## config.mk

```make
export PLATFORM = sky130hd
export DESIGN_NAME = spim_master
export DESIGN_NICKNAME = d
export VERILOG_FILES = /design/src/rtl/spim_pkg.sv /design/src/rtl/spim_baud.sv /design/src/rtl/spim_seq.sv /design/src/rtl/spim_shift.sv /design/src/rtl/spim_master.sv
export SDC_FILE = /design/constraint.sdc
export NUM_CORES = 1
export LEC_CHECK = 0
export BUFFER_PORTS_ARGS = -buffer_cell sky130_fd_sc_hd__buf_2
export CORE_UTILIZATION = 45
export DETAILED_ROUTE_END_ITERATION = 10
export HOLD_SLACK_MARGIN = 0.15
export SYNTH_ARGS = -nofsm -noshare
export SYNTH_HDL_FRONTEND = slang
export SYNTH_SLANG_ARGS = --single-unit
```

## constraint.sdc

```tcl
create_clock -name clk -period 3.2 [get_ports clk]
set_input_delay 0.48 -clock clk [delete_from_list [all_inputs] [get_ports clk]]
set_output_delay 0.48 -clock clk [all_outputs]
set_load 0.01 [all_outputs]
```

## src/rtl/spim_pkg.sv

```systemverilog
package spim_pkg;

  typedef enum logic {
    ORDER_MSB = 1'b0,
    ORDER_LSB = 1'b1
  } bit_order_e;

  typedef struct packed {
    logic       cpol;
    logic       cpha;
    bit_order_e order;
  } spim_mode_t;

  // Phase bit set: the first sclk edge of a character is a latching edge.
  function automatic logic latch_on_lead(input spim_mode_t m);
    return m.cpha;
  endfunction

  // Latching happens on the falling sclk edge when polarity equals phase.
  function automatic logic latch_on_fall(input spim_mode_t m);
    return m.cpol == m.cpha;
  endfunction

endpackage

```

## src/rtl/spim_baud.sv

```systemverilog
module spim_baud #(
  parameter int DIV_W = 8
) (
  input  logic             clk,
  input  logic             rst_n,
  input  logic [DIV_W-1:0] reload,
  output logic             tick
);
  logic [DIV_W-1:0] cnt;

  always_ff @(posedge clk or negedge rst_n) begin
    if (!rst_n)          cnt <= '0;
    else if (cnt == '0)  cnt <= reload;
    else                 cnt <= cnt - 1'b1;
  end

  assign tick = (cnt == '0);
endmodule

```

## src/rtl/spim_seq.sv

```systemverilog
module spim_seq
  import spim_pkg::*;
#(
  parameter int MAX_LEN = 16,
  localparam int LEN_W = $clog2(MAX_LEN),
  localparam int IDX_W = $clog2(2*MAX_LEN+2)
) (
  input  logic             clk,
  input  logic             rst_n,
  input  logic             tick,
  input  spim_mode_t       mode,
  input  logic [LEN_W-1:0] len_m1,
  input  logic             start_ev,
  input  logic             chain,
  output logic             act,
  output logic             sclk,
  output logic             latch_ev,
  output logic             last_latch,
  output logic             adv_ev,
  output logic             end_ev
);
  // Number of sclk edges in one character.
  function automatic logic [IDX_W-1:0] edge_total(input logic [LEN_W-1:0] lm1);
    logic [IDX_W-1:0] n;
    n = IDX_W'(lm1) + IDX_W'(1);
    return n << 1;
  endfunction

  logic [IDX_W-1:0] idx, cur, two_n, end_idx;
  logic             lead, toggle, on_tick;

  assign lead    = latch_on_lead(mode);
  assign two_n   = edge_total(len_m1);
  assign end_idx = two_n + IDX_W'(!lead);
  assign cur     = idx + IDX_W'(1);
  assign on_tick = act && tick;

  assign toggle     = on_tick && (cur <= two_n);
  assign latch_ev   = toggle && (cur[0] == lead);
  assign last_latch = latch_ev && (cur == end_idx - IDX_W'(1));
  assign adv_ev     = on_tick && (cur >= IDX_W'(2)) && (cur < end_idx) && (cur[0] != lead);
  assign end_ev     = on_tick && (cur == end_idx);

  always_ff @(posedge clk or negedge rst_n) begin
    if (!rst_n) begin
      act <= 1'b0;
      idx <= '0;
    end else if (start_ev) begin
      act <= 1'b1;
      idx <= '0;
    end else if (end_ev) begin
      act <= chain;
      idx <= '0;
    end else if (on_tick) begin
      idx <= cur;
    end
  end

  always_ff @(posedge clk or negedge rst_n) begin
    if (!rst_n)      sclk <= 1'b0;
    else if (toggle) sclk <= ~sclk;
    else if (!act)   sclk <= mode.cpol;
  end
endmodule

```

## src/rtl/spim_shift.sv

```systemverilog
module spim_shift
  import spim_pkg::*;
#(
  parameter int MAX_LEN = 16,
  localparam int LEN_W = $clog2(MAX_LEN)
) (
  input  logic               clk,
  input  logic               rst_n,
  input  bit_order_e         order,
  input  logic [LEN_W-1:0]   len_m1,
  input  logic               sr_load,
  input  logic [MAX_LEN-1:0] sr_data,
  input  logic               cnt_clr,
  input  logic               adv_ev,
  input  logic               latch_ev,
  input  logic               last_latch,
  input  logic               miso,
  output logic               mosi,
  output logic [MAX_LEN-1:0] rx_data
);
  // Position in the character of the k-th bit on the wire.
  function automatic logic [LEN_W-1:0] wire_pos(input bit_order_e o,
                                                input logic [LEN_W-1:0] lm1,
                                                input logic [LEN_W-1:0] k);
    return (o == ORDER_LSB) ? k : lm1 - k;
  endfunction

  logic [MAX_LEN-1:0] tx_sr, rx_sr, rx_next;
  logic [LEN_W-1:0]   tcnt, rcnt;

  assign mosi    = tx_sr[wire_pos(order, len_m1, tcnt)];
  assign rx_next = rx_sr | ({{(MAX_LEN-1){1'b0}}, miso} << wire_pos(order, len_m1, rcnt));

  always_ff @(posedge clk or negedge rst_n) begin
    if (!rst_n) begin
      tx_sr   <= '0;
      tcnt    <= '0;
      rx_sr   <= '0;
      rcnt    <= '0;
      rx_data <= '0;
    end else begin
      if (sr_load) tx_sr <= sr_data;
      if (cnt_clr)     tcnt <= '0;
      else if (adv_ev) tcnt <= tcnt + 1'b1;
      if (cnt_clr) begin
        rx_sr <= '0;
        rcnt  <= '0;
      end else if (latch_ev) begin
        rx_sr <= rx_next;
        rcnt  <= rcnt + 1'b1;
      end
      if (last_latch) rx_data <= rx_next;
    end
  end
endmodule

```

## src/rtl/spim_master.sv

```systemverilog
module spim_master
  import spim_pkg::*;
#(
  parameter int MAX_LEN = 16,
  parameter int DIV_W   = 8,
  localparam int LEN_W  = $clog2(MAX_LEN)
) (
  input  logic               clk,
  input  logic               rst_n,
  input  logic [DIV_W-1:0]   cfg_reload,
  input  logic               cfg_cpol,
  input  logic               cfg_cpha,
  input  logic               cfg_lsb_first,
  input  logic [LEN_W-1:0]   cfg_len_m1,
  input  logic               tx_wr,
  input  logic [MAX_LEN-1:0] tx_data,
  output logic [MAX_LEN-1:0] rx_data,
  output logic               sclk,
  output logic               mosi,
  input  logic               miso,
  output logic               busy,
  output logic               tx_empty_req,
  output logic               rx_done_req
);
  spim_mode_t mode;
  assign mode = '{cpol: cfg_cpol, cpha: cfg_cpha, order: bit_order_e'(cfg_lsb_first)};

  // Named internal events, also used by the checker.
  logic tick, act, start_ev, end_ev, latch_ev, last_latch, adv_ev;
  logic direct_wr, idle_kick, handoff, chain, chain_from_buf, sr_load;
  logic pend, tbuf_full, nxt_vld;
  logic [MAX_LEN-1:0] tbuf, nxt, sr_data;

  assign direct_wr      = tx_wr && !act && !pend && !tbuf_full;
  assign idle_kick      = !act && !pend && tbuf_full;
  assign start_ev       = pend && !act && tick;
  assign handoff        = last_latch && tbuf_full;
  assign chain          = end_ev && (nxt_vld || tbuf_full);
  assign chain_from_buf = end_ev && !nxt_vld && tbuf_full;
  assign sr_load        = direct_wr || idle_kick || chain;
  assign sr_data        = chain     ? (nxt_vld ? nxt : tbuf) :
                          direct_wr ? tx_data : tbuf;

  spim_baud #(.DIV_W(DIV_W)) baud_i (
    .clk(clk), .rst_n(rst_n), .reload(cfg_reload), .tick(tick)
  );

  spim_seq #(.MAX_LEN(MAX_LEN)) seq_i (
    .clk(clk), .rst_n(rst_n), .tick(tick), .mode(mode), .len_m1(cfg_len_m1),
    .start_ev(start_ev), .chain(chain), .act(act), .sclk(sclk),
    .latch_ev(latch_ev), .last_latch(last_latch), .adv_ev(adv_ev), .end_ev(end_ev)
  );

  spim_shift #(.MAX_LEN(MAX_LEN)) shift_i (
    .clk(clk), .rst_n(rst_n), .order(mode.order), .len_m1(cfg_len_m1),
    .sr_load(sr_load), .sr_data(sr_data), .cnt_clr(sr_load || start_ev),
    .adv_ev(adv_ev), .latch_ev(latch_ev), .last_latch(last_latch),
    .miso(miso), .mosi(mosi), .rx_data(rx_data)
  );

  always_ff @(posedge clk or negedge rst_n) begin
    if (!rst_n) begin
      pend         <= 1'b0;
      tbuf_full    <= 1'b0;
      tbuf         <= '0;
      nxt_vld      <= 1'b0;
      nxt          <= '0;
      tx_empty_req <= 1'b0;
      rx_done_req  <= 1'b0;
    end else begin
      if (direct_wr || idle_kick) pend <= 1'b1;
      else if (start_ev)          pend <= 1'b0;

      if (tx_wr && !direct_wr) begin
        tbuf      <= tx_data;
        tbuf_full <= 1'b1;
      end else if (handoff || chain_from_buf || idle_kick) begin
        tbuf_full <= 1'b0;
      end

      if (handoff) begin
        nxt     <= tbuf;
        nxt_vld <= 1'b1;
      end else if (end_ev) begin
        nxt_vld <= 1'b0;
      end

      tx_empty_req <= direct_wr || idle_kick || handoff || chain_from_buf;
      rx_done_req  <= last_latch;
    end
  end

  assign busy = act;
endmodule

```

==> out/metrics.cfg, run 1 <==
[worst_setup_path]
crit_type = flip-flop to output port
worstReg2RegStart = seq_i.idx[2]
rr_endpoint = shift_i.rx_data[7]
startpoint = shift_i.tcnt[0]
worstPathArrival_ps = 2500
start_kind = flip-flop
end_kind = output port
r2r_setup_slack_ps = 270
r2r_cells = 11
cp.required_ps = 2720
path_max_fanout = 5

[layout]
diodes = 0
final_common_cell = dfrtp_1
design_area_mm2 = 0.00691
final_cell_mix = dfrtp_1, buf_2, nand2_1
fin_util_pct = 53.9
syn2layout_area_growth_pct = 15.0
fillers = 1199
drive_gt1_share_pct = 21.4
final_nets = 682

[timing]
fin_tns_setup_ps = 0
clock.fmax_mhz = 336
fin_skew_ps = 10.4
slew_headroom_pct = 55.0
period_minus_slack_ps = 2980
grt_setup_unrepaired = no
period_share_pct = 93.0
worst_slew_pin_slew_ps = 668
setup_viol_count_final = 0
holdWs_ps = 326
slew_viol_final = 0
hold_violations = 0

[logic_synthesis]
synth_warnings = 0
synth_area_mm2 = 0.00601
syn_area_per_cell_um2 = 10.7
synth_fp_nets = 615
synth_cells = 559
async_reset_ff_share_pct = 100
synth_edf_count = 0
ys_seq_area_share_pct = 45.4
ys_ff_latch = 109
ys_types = 63
ys.flop_type = dfrtp_1

[floorplan]
core_mm2 = 0.0128
fp-row-count = 41
ioPinCount = 56
die_x_um = 118
die_h_um = 118
initial_core_util_pct = 46.8
dieArea_mm2 = 0.0138

[detailed_routing]
postRouteWirelength_um = 12900
drt_iter0_markers = 230
num_vias = 4410
viasPerCell = 5.49
dr.pass1.iters = 4
ant_nets = 0
wl_per_cell_um = 16.1
drcViolationCount = 0

[hold_path]
holdPathStages = 3
hold_path.class = input port to flip-flop
hp-start = cfg_reload[5]
hold_path_end = baud_i.cnt[5]

[clock_tree]
cts_made_buffers = 9
cts_tree = yes
cts_sinks = 109
insertion_delay_ps = 360
cts_root_buf = clkbuf_16
cts_max_path_buffers = 2
cts-htree-levels = 3
path_clk_slew_ps = 80

[global_routing]
grt_pass1_wl_um = 21800
grt.total_usage_pct = 19.9
grt_pass1_vias = 4377
grt_start_max_net_pins = 109
antenna_found_initial = 0
grt_overflow = 0

[outcome]
status = finished clean

[place]
place_area_mm2 = 0.00659
portBuffers = 55
globalplace.congestion = 0.871
hpwlAfterDp_um = 9110

[pwr]
total_power_uw = 3440
p_leak_uw = 0.00314
powerDensity_mw_per_mm2 = 497
vdd_drop_max_mv = 0.277

[job]
cap_viol_max_count = 0

-- final cells by class --
| cell class | instances | area (um^2) | area share, % |
|---|---|---|---|
| sequential | 109 | 2730 | 39.5 |
| clock inverter | 6 | 66.3 | 0.960 |
| clock buffer | 10 | 229 | 3.31 |
| timing repair buffer | 80 | 493 | 7.14 |
| tap | 172 | 215 | 3.11 |
| multi-input combinational | 398 | 3070 | 44.5 |
| inverter | 28 | 105 | 1.52 |
-- through the flow --
step	setup WS, ps	instances
2_1_floorplan	294	559
3_3_place_gp	257	786
3_5_place_dp	169	786
4_1_cts	155	803
5_1_grt	14.3	803
6_report	224	803
-- logic make-up (layout without fill, tap and decap cells) --
group           Yosys count  count (layout)  share of synthesized area, %
buf+inv                  52             124                          3.77
flops                   109             109                          45.4
mux                      92              92                          17.2
fa+ha+maj                22              22                          4.79
xor+xnor                 26              26                          4.23
compound gates          125             125                          13.3
simple gates            133             133                          11.3
-- metal layers --
layer  global-route usage [%]  share of wire (%)  wire length [um]  vias up
li1                         -                  -                 -     2151
met1                     27.5                 48              6270     2169
met2                     31.4                 47              6080       77
met3                     3.44                3.3               424       13
met4                     7.05                1.4               177        0
met5                        0                  0                 0        -
-- timing repair --
action / in CTS / in global routing
gates resized for setup: 0 / 3
setup endpoints to repair: 0 / 32
hold buffers: 1 / 0
endpoints found under the hold margin: 1 / 0
buffers inserted: 0 / 0
-- cell usage after synthesis, drive strengths merged (12+ instances only) --
master  count  area share (%)
mux2i      45             7.5
ha         19             4.0
nand2      50             3.1
xor2       12             1.9
o211ai     17             2.1
nand3      13             1.2
inv        28             1.7
clkbuf     16             1.0
o21ai      49             4.1
a21oi      18             1.5
xnor2      14             2.4
mux2       43             8.2
nor2       25             1.6
dfrtp     109              45
-- worst max-delay path by stage --
stage | endpoint | slack [ps] | cells after the start
6_report | mosi | 220 | 8
5_1_grt | shift_i.tx_sr[13] | 10 | 12
4_1_cts | shift_i.rx_data[3] | 150 | 11
3_5_place_dp | shift_i.rx_data[7] | 170 | 10
3_3_place_gp | mosi | 260 | 10
2_1_floorplan | shift_i.rx_data[8] | 290 | 13
-- where the power goes --
part | leakage [uW] | switching, uW | internal (uW) | total (uW)
Combinational | 0.00162 | 386 | 324 | 710
Sequential | 0.00137 | 110 | 1480 | 1590
Clock | 0.000148 | 519 | 614 | 1130
-- critical path, cell delays in order, from the launching register on --
cell and delay (ps):
dfrtp_1 430, ha_1 230, fa_1 420, mux2i_1 150, buf_4 180, mux4_2 310
mux2i_1 140, mux2i_1 120, buf_2 160
-- state kept, by name, indices dropped and copies added, names as in the netlist --
name             cells
baud_i.cnt           8
shift_i.tcnt         4
seq_i.idx            6
seq_i.sclk           1
tbuf_full            1
tx_empty_req         1
tbuf                16
pend                 1
nxt                 16
seq_i.act            1
rx_done_req          1
shift_i.tx_sr       16
shift_i.rcnt         4
nxt_vld              1
shift_i.rx_data     16
shift_i.rx_sr       16
No activity file was read; power rests on OpenSTA's default activity.
==> run 2, diff against run 1 <==
--- a/config.mk
+++ b/config.mk
@@ -9,2 +9,3 @@
 export CORE_UTILIZATION = 45
+export CTS_BUF_LIST = sky130_fd_sc_hd__clkbuf_4 sky130_fd_sc_hd__clkbuf_8 sky130_fd_sc_hd__clkbuf_16
 export DETAILED_ROUTE_END_ITERATION = 10
--- a/constraint.sdc
+++ b/constraint.sdc
@@ -3,2 +3,2 @@
 set_output_delay 0.48 -clock clk [all_outputs]
-set_load 0.01 [all_outputs]
+set_load 0.005 [all_outputs]
==> run 2 against run 1 <==
Setup slack got worse by 15 ps. Largest power group unchanged. Critical path depth increased by 4. Largest cell class unchanged. Via count decreased by 1.2%.
==> out/metrics.cfg, run 2 (synthesized netlist as in run 1, its figures left out) <==
[clock_tree]
cts_hold_buf = 0  ; was 1
insertion_delay_ps = 350  ; was 360 ps
cts_sinks = 109  ; unchanged
post_cts_resized = 0  ; unchanged
cts-htree-levels = 3  ; unchanged
cts_root_buf = clkbuf_16  ; unchanged
cts_max_path_buffers = 2  ; unchanged
cts_made_buffers = 9  ; unchanged
cts_tree = yes  ; unchanged
post_cts_buffers = 0  ; unchanged
path_clk_slew_ps = 70  ; was 80 ps

[worst_setup_path]
cp.required_ps = 3420  ; was 2720 ps
cp_slowest_cell = dfrtp_1  ; unchanged
crit_chain = and3_4, nand3_1, xor2_2, inv_1, ha_1, and2_1, and4_1, buf_4, or3b_1, buf_4, o211ai_1, o21ai_1  ; was ha_1, fa_1, mux2i_1, buf_4, mux4_2, mux2i_1, mux2i_1, buf_2
cp_top_family = simple AND/OR/NAND/NOR gates  ; was multiplexers
worstPathArrival_ps = 3210  ; was 2500 ps
cp_num_buf_inv = 3  ; was 2
rr_endpoint = shift_i.tx_sr[2]  ; was shift_i.rx_data[7]
r2r_setup_slack_ps = 210  ; was 270 ps
worstReg2RegStart = seq_i.idx[2]  ; unchanged
start_kind = flip-flop  ; unchanged
crit_type = flip-flop to flip-flop  ; was flip-flop to output port
crit_path_frequent_cell = buf_4  ; was mux2i_1
slowest_delay_ps = 420  ; was 430 ps
r2r_cells = 12  ; was 11
path_max_fanout = 32  ; was 5
end_kind = flip-flop  ; was output port

[timing]
fin_skew_ps = 9.22  ; was 10.4 ps
hold_violations = 0  ; unchanged
clock.fmax_mhz = 334  ; was 336 MHz
slew_headroom_pct = 39.3  ; was 55.0%
setup_viol_count_final = 0  ; unchanged
slew_viol_final = 0  ; unchanged
fin_tns_setup_ps = 0  ; unchanged
grt_setup_unrepaired = no  ; unchanged
period_share_pct = 93.5  ; was 93.0%
period_minus_slack_ps = 2990  ; was 2980 ps
worst_slew_pin_slew_ps = 910  ; was 668 ps

[layout]
final_common_cell = dfrtp_1  ; unchanged
final_cell_mix = dfrtp_1, buf_2, nand2_1  ; unchanged
syn2layout_area_growth_pct = 14.3  ; was 15.0%
fin_util_pct = 53.5  ; was 53.9%
drive_gt1_share_pct = 21.1  ; was 21.4%
diodes = 0  ; unchanged
stdcell_count = 799  ; was 803
design_area_mm2 = 0.00687  ; was 0.00691 mm^2
final_nets = 679  ; was 682

[floorplan]
core_mm2 = 0.0128  ; unchanged
initial_core_util_pct = 46.8  ; unchanged
fp-row-count = 41  ; unchanged
ioPinCount = 56  ; unchanged
dieArea_mm2 = 0.0138  ; unchanged
die_h_um = 118  ; unchanged
die_x_um = 118  ; unchanged

[outcome]
status = finished clean  ; unchanged

[place]
portBuffers = 55  ; unchanged
globalplace.congestion = 0.893  ; was 0.871
hpwlAfterDp_um = 9080  ; was 9110 um
place_area_mm2 = 0.00658  ; was 0.00659 mm^2
place_inst = 784  ; was 786

[pwr]
p_leak_uw = 0.00312  ; was 0.00314 uW
vdd_drop_max_mv = 0.275  ; was 0.277 mV
total_power_uw = 3360  ; was 3440 uW
powerDensity_mw_per_mm2 = 490  ; was 497 mW/mm^2

[global_routing]
grt_pass1_wl_um = 21800  ; about the same
grt_pass1_vias = 4335  ; was 4377
grt_start_max_net_pins = 71  ; was 109
grt_overflow = 0  ; unchanged
grt.total_usage_pct = 19.6  ; was 19.9%
antenna_found_initial = 0  ; unchanged

[detailed_routing]
dr.pass1.iters = 4  ; unchanged
drt_iter0_markers = 282  ; was 230
postRouteWirelength_um = 12800  ; was 12900 um
viasPerCell = 5.46  ; was 5.49
wl_per_cell_um = 16.0  ; was 16.1 um
ant_nets = 0  ; unchanged
drcViolationCount = 0  ; unchanged
num_vias = 4359  ; was 4410

[job]
cap_viol_max_count = 0  ; unchanged

[hold_path]
hold_path.class = input port to async pin  ; was input port to flip-flop

run 2: cell count changes in the layout (fill, tap and decap cells not counted), sizes merged:
cell         previous run  this run
clkinvlp                0         1
bufinv                  1         0
inv                    31        30
buf                    79        77
dlygate4sd3             1         0
run 2: metal layers:
metal / track usage [%] / part of all wire, %
met5: 0 / 0
met3: 4.55 / 3.1
met4: 4.81 / 1.1
met1: 27.0 / 49
met2: 31.3 / 47
run 2: worst max path at each step:
stage	from	end	slack (ps)	cells after the start
after floorplan	seq_i.idx[0]	shift_i.rx_data[8]	290	13
after global placement	cfg_len_m1[0]	nxt[0]	150	9
final	seq_i.idx[2]	shift_i.tx_sr[2]	210	12
after detailed placement	cfg_len_m1[0]	nxt[7]	130	9
after CTS	seq_i.idx[2]	nxt[0]	190	10
after global routing	seq_i.idx[2]	shift_i.tx_sr[11]	60	12
run 2: layout make-up:
cell class	instances	area, um^2
sequential	109	2730
multi-input combinational	398	3070
clock buffer	10	233
fill	1201	5960
inverter	28	105
tap	172	215
clock inverter	5	45.0
timing repair buffer	77	468
run 2: worst register-to-register path, stage by stage (launching register included):
cell      delay, ps
dfrtp_1         420
and3_4          230
nand3_1         120
xor2_2          180
inv_1           100
ha_1            340
and2_1          180
and4_1          270
buf_4           170
or3b_1          380
buf_4           250
o211ai_1        140
o21ai_1          90
run 2: per-stage QoR:
step / hold WS [ps] / worst slack [ps]
finish: 218 / 209
global route: 325 / 56.2
CTS: 285 / 191
detailed placement: 467 / 132
global placement: 460 / 152
floorplan: 184 / 294
run 2: power breakdown:
group          internal (uW)  switching (uW)  leakage, uW
combinational            325             386      0.00161
sequential              1480             107      0.00138
clock                    544             517     0.000134
==> run 3, diff against run 2 <==
Settings changed: RECOVER_POWER set to 100.
==> run 3 against run 2 <==
The run now ends with max-capacitance violations, max-slew violations left. Non-clock buffer count did not move. Hold slack improved by 130 ps. Total power fell by 0.72%. Critical path type is now flip-flop to output port. Clock power barely moved. Setup slack got worse by 14 ps. Combinational power fell by 2%. First-iteration DRC count fell by 2.5%.
==> out/metrics.cfg, run 3 (synthesized netlist as in run 1, its figures left out) <==
[layout]
diodes = 0  ; unchanged
seqCellArea_mm2 = 0.00273  ; unchanged
final_nets = 679  ; unchanged
syn2layout_area_growth_pct = 13.2  ; was 14.3%
fillers = 1211  ; was 1201
multi_input_area_mm2 = 0.00305  ; was 0.00307 mm^2
final_cell_mix = dfrtp_1, buf_2, nand2_1  ; unchanged
drive_gt1_share_pct = 19.6  ; was 21.1%
fin_util_pct = 53.0  ; was 53.5%
stdcell_count = 799  ; unchanged
final_common_cell = dfrtp_1  ; unchanged

[detailed_routing]
wl_per_cell_um = 15.9  ; was 16.0 um
postRouteWirelength_um = 12700  ; was 12800 um
ant_nets = 0  ; unchanged
drt_iter0_markers = 275  ; was 282
dr.pass1.iters = 4  ; unchanged
viasPerCell = 5.46  ; about the same
num_vias = 4361  ; was 4359
drcViolationCount = 0  ; unchanged

[clock_tree]
post_cts_buffers = 0  ; unchanged
cts_max_path_buffers = 2  ; unchanged
cts_made_buffers = 9  ; unchanged
cts_hold_buf = 0  ; unchanged
cts_root_buf = clkbuf_16  ; unchanged
post_cts_resized = 0  ; unchanged
path_clk_slew_ps = 70  ; about the same
cts_tree = yes  ; unchanged
cts_sinks = 109  ; unchanged
insertion_delay_ps = 350  ; about the same
cts-htree-levels = 3  ; unchanged

[place]
dpl_worst_slack_ps = 132  ; unchanged
place_inst = 784  ; unchanged
portBuffers = 55  ; unchanged
globalplace.congestion = 0.893  ; unchanged
hpwlAfterDp_um = 9080  ; unchanged

[global_routing]
antenna_found_initial = 0  ; unchanged
grt_overflow = 0  ; unchanged
grt_start_max_net_pins = 71  ; unchanged
grt.total_usage_pct = 19.6  ; unchanged
grt_pass1_wl_um = 21800  ; unchanged
grt_pass1_vias = 4335  ; unchanged

[worst_setup_path]
r2r_cells = 12  ; unchanged
worstPathArrival_ps = 2530  ; was 3210 ps
r2r_setup_slack_ps = 210  ; about the same
cp.required_ps = 2720  ; was 3420 ps
start_kind = flip-flop  ; unchanged
rr_endpoint = shift_i.tx_sr[2]  ; unchanged
end_kind = output port  ; was flip-flop
crit_type = flip-flop to output port  ; was flip-flop to flip-flop
path_max_fanout = 5  ; was 32
worstReg2RegStart = seq_i.idx[2]  ; unchanged

[pwr]
vdd_drop_max_mv = 0.274  ; was 0.275 mV
p_leak_uw = 0.00309  ; was 0.00312 uW
powerDensity_mw_per_mm2 = 491  ; was 490 mW/mm^2

[floorplan]
dieArea_mm2 = 0.0138  ; unchanged
die_h_um = 118  ; unchanged
initial_core_util_pct = 46.8  ; unchanged
fp-row-count = 41  ; unchanged
ioPinCount = 56  ; unchanged
core_mm2 = 0.0128  ; unchanged
die_x_um = 118  ; unchanged

[timing]
setup_viol_count_final = 0  ; unchanged
clock.fmax_mhz = 333  ; was 334 MHz
hold_violations = 0  ; unchanged
slew_headroom_pct = -15.6  ; was 39.3%
grt_setup_unrepaired = no  ; unchanged
period_share_pct = 93.9  ; was 93.5%
period_minus_slack_ps = 3010  ; was 2990 ps
fin_skew_ps = 8.99  ; was 9.22 ps
slew_viol_final = 71  ; was 0
fin_tns_setup_ps = 0  ; unchanged
setup_ws_ps = 195  ; was 209 ps
worst_slew_pin_slew_ps = 1730  ; was 910 ps

[hold_path]
hold_path_end = baud_i.cnt[3]
holdPathStages = 3
hp-start = cfg_reload[3]
hold_path.class = input port to flip-flop  ; was input port to async pin

[job]
cap_viol_max_count = 1  ; was 0

[outcome]
status = finished, violations left  ; was finished clean
violations = max-capacitance violations, max-slew violations

[run 3: stage by stage]
step	hold WS (ps)	cell area, um^2	power (uW)
after global routing	368	6800	3520
after floorplan	184	6010	2090
after global placement	460	6580	2300
after detailed placement	467	6580	2330
after CTS	285	6860	3400
final	343	6800	3340
[run 3: how the worst max path moves through the flow]
stage / startpoint / endpoint / cells past startpoint
2_1_floorplan: seq_i.idx[0] / shift_i.rx_data[8] / 13
3_3_place_gp: cfg_len_m1[0] / nxt[0] / 9
3_5_place_dp: cfg_len_m1[0] / nxt[7] / 9
4_1_cts: seq_i.idx[2] / nxt[0] / 10
5_1_grt: seq_i.idx[2] / shift_i.tx_sr[11] / 12
6_report: shift_i.tcnt[0] / mosi / 8
[run 3: per-layer routing]
| layer | track usage, % | part of all wire, % |
|---|---|---|
| met5 | 0 | 0 |
| met4 | 4.81 | 1.2 |
| met3 | 4.55 | 3.8 |
| met2 | 31.3 | 47 |
| met1 | 27.0 | 48 |
[run 3: critical path, stage by stage, from the launching register on]
cell and delay (ps):
dfrtp_1 440, ha_1 230, fa_1 430, mux2i_1 130, clkbuf_2 210, mux4_2 320, mux2i_1 160, mux2i_1 110
buf_2 140
[run 3: layout make-up]
type | count | area share (%)
Timing Repair Buffer | 77 | 6.29
Sequential cell | 109 | 40.1
Multi-Input combinational cell | 398 | 44.8
Clock buffer | 10 | 3.42
Inverter | 28 | 1.55
Clock inverter | 5 | 0.662
Tap cell | 172 | 3.16
[run 3: power by group]
| group | switching [uW] | internal [uW] |
|---|---|---|
| clock | 516 | 544 |
| sequential | 100 | 1480 |
| combinational | 382 | 312 |
| total | 999 | 2340 |
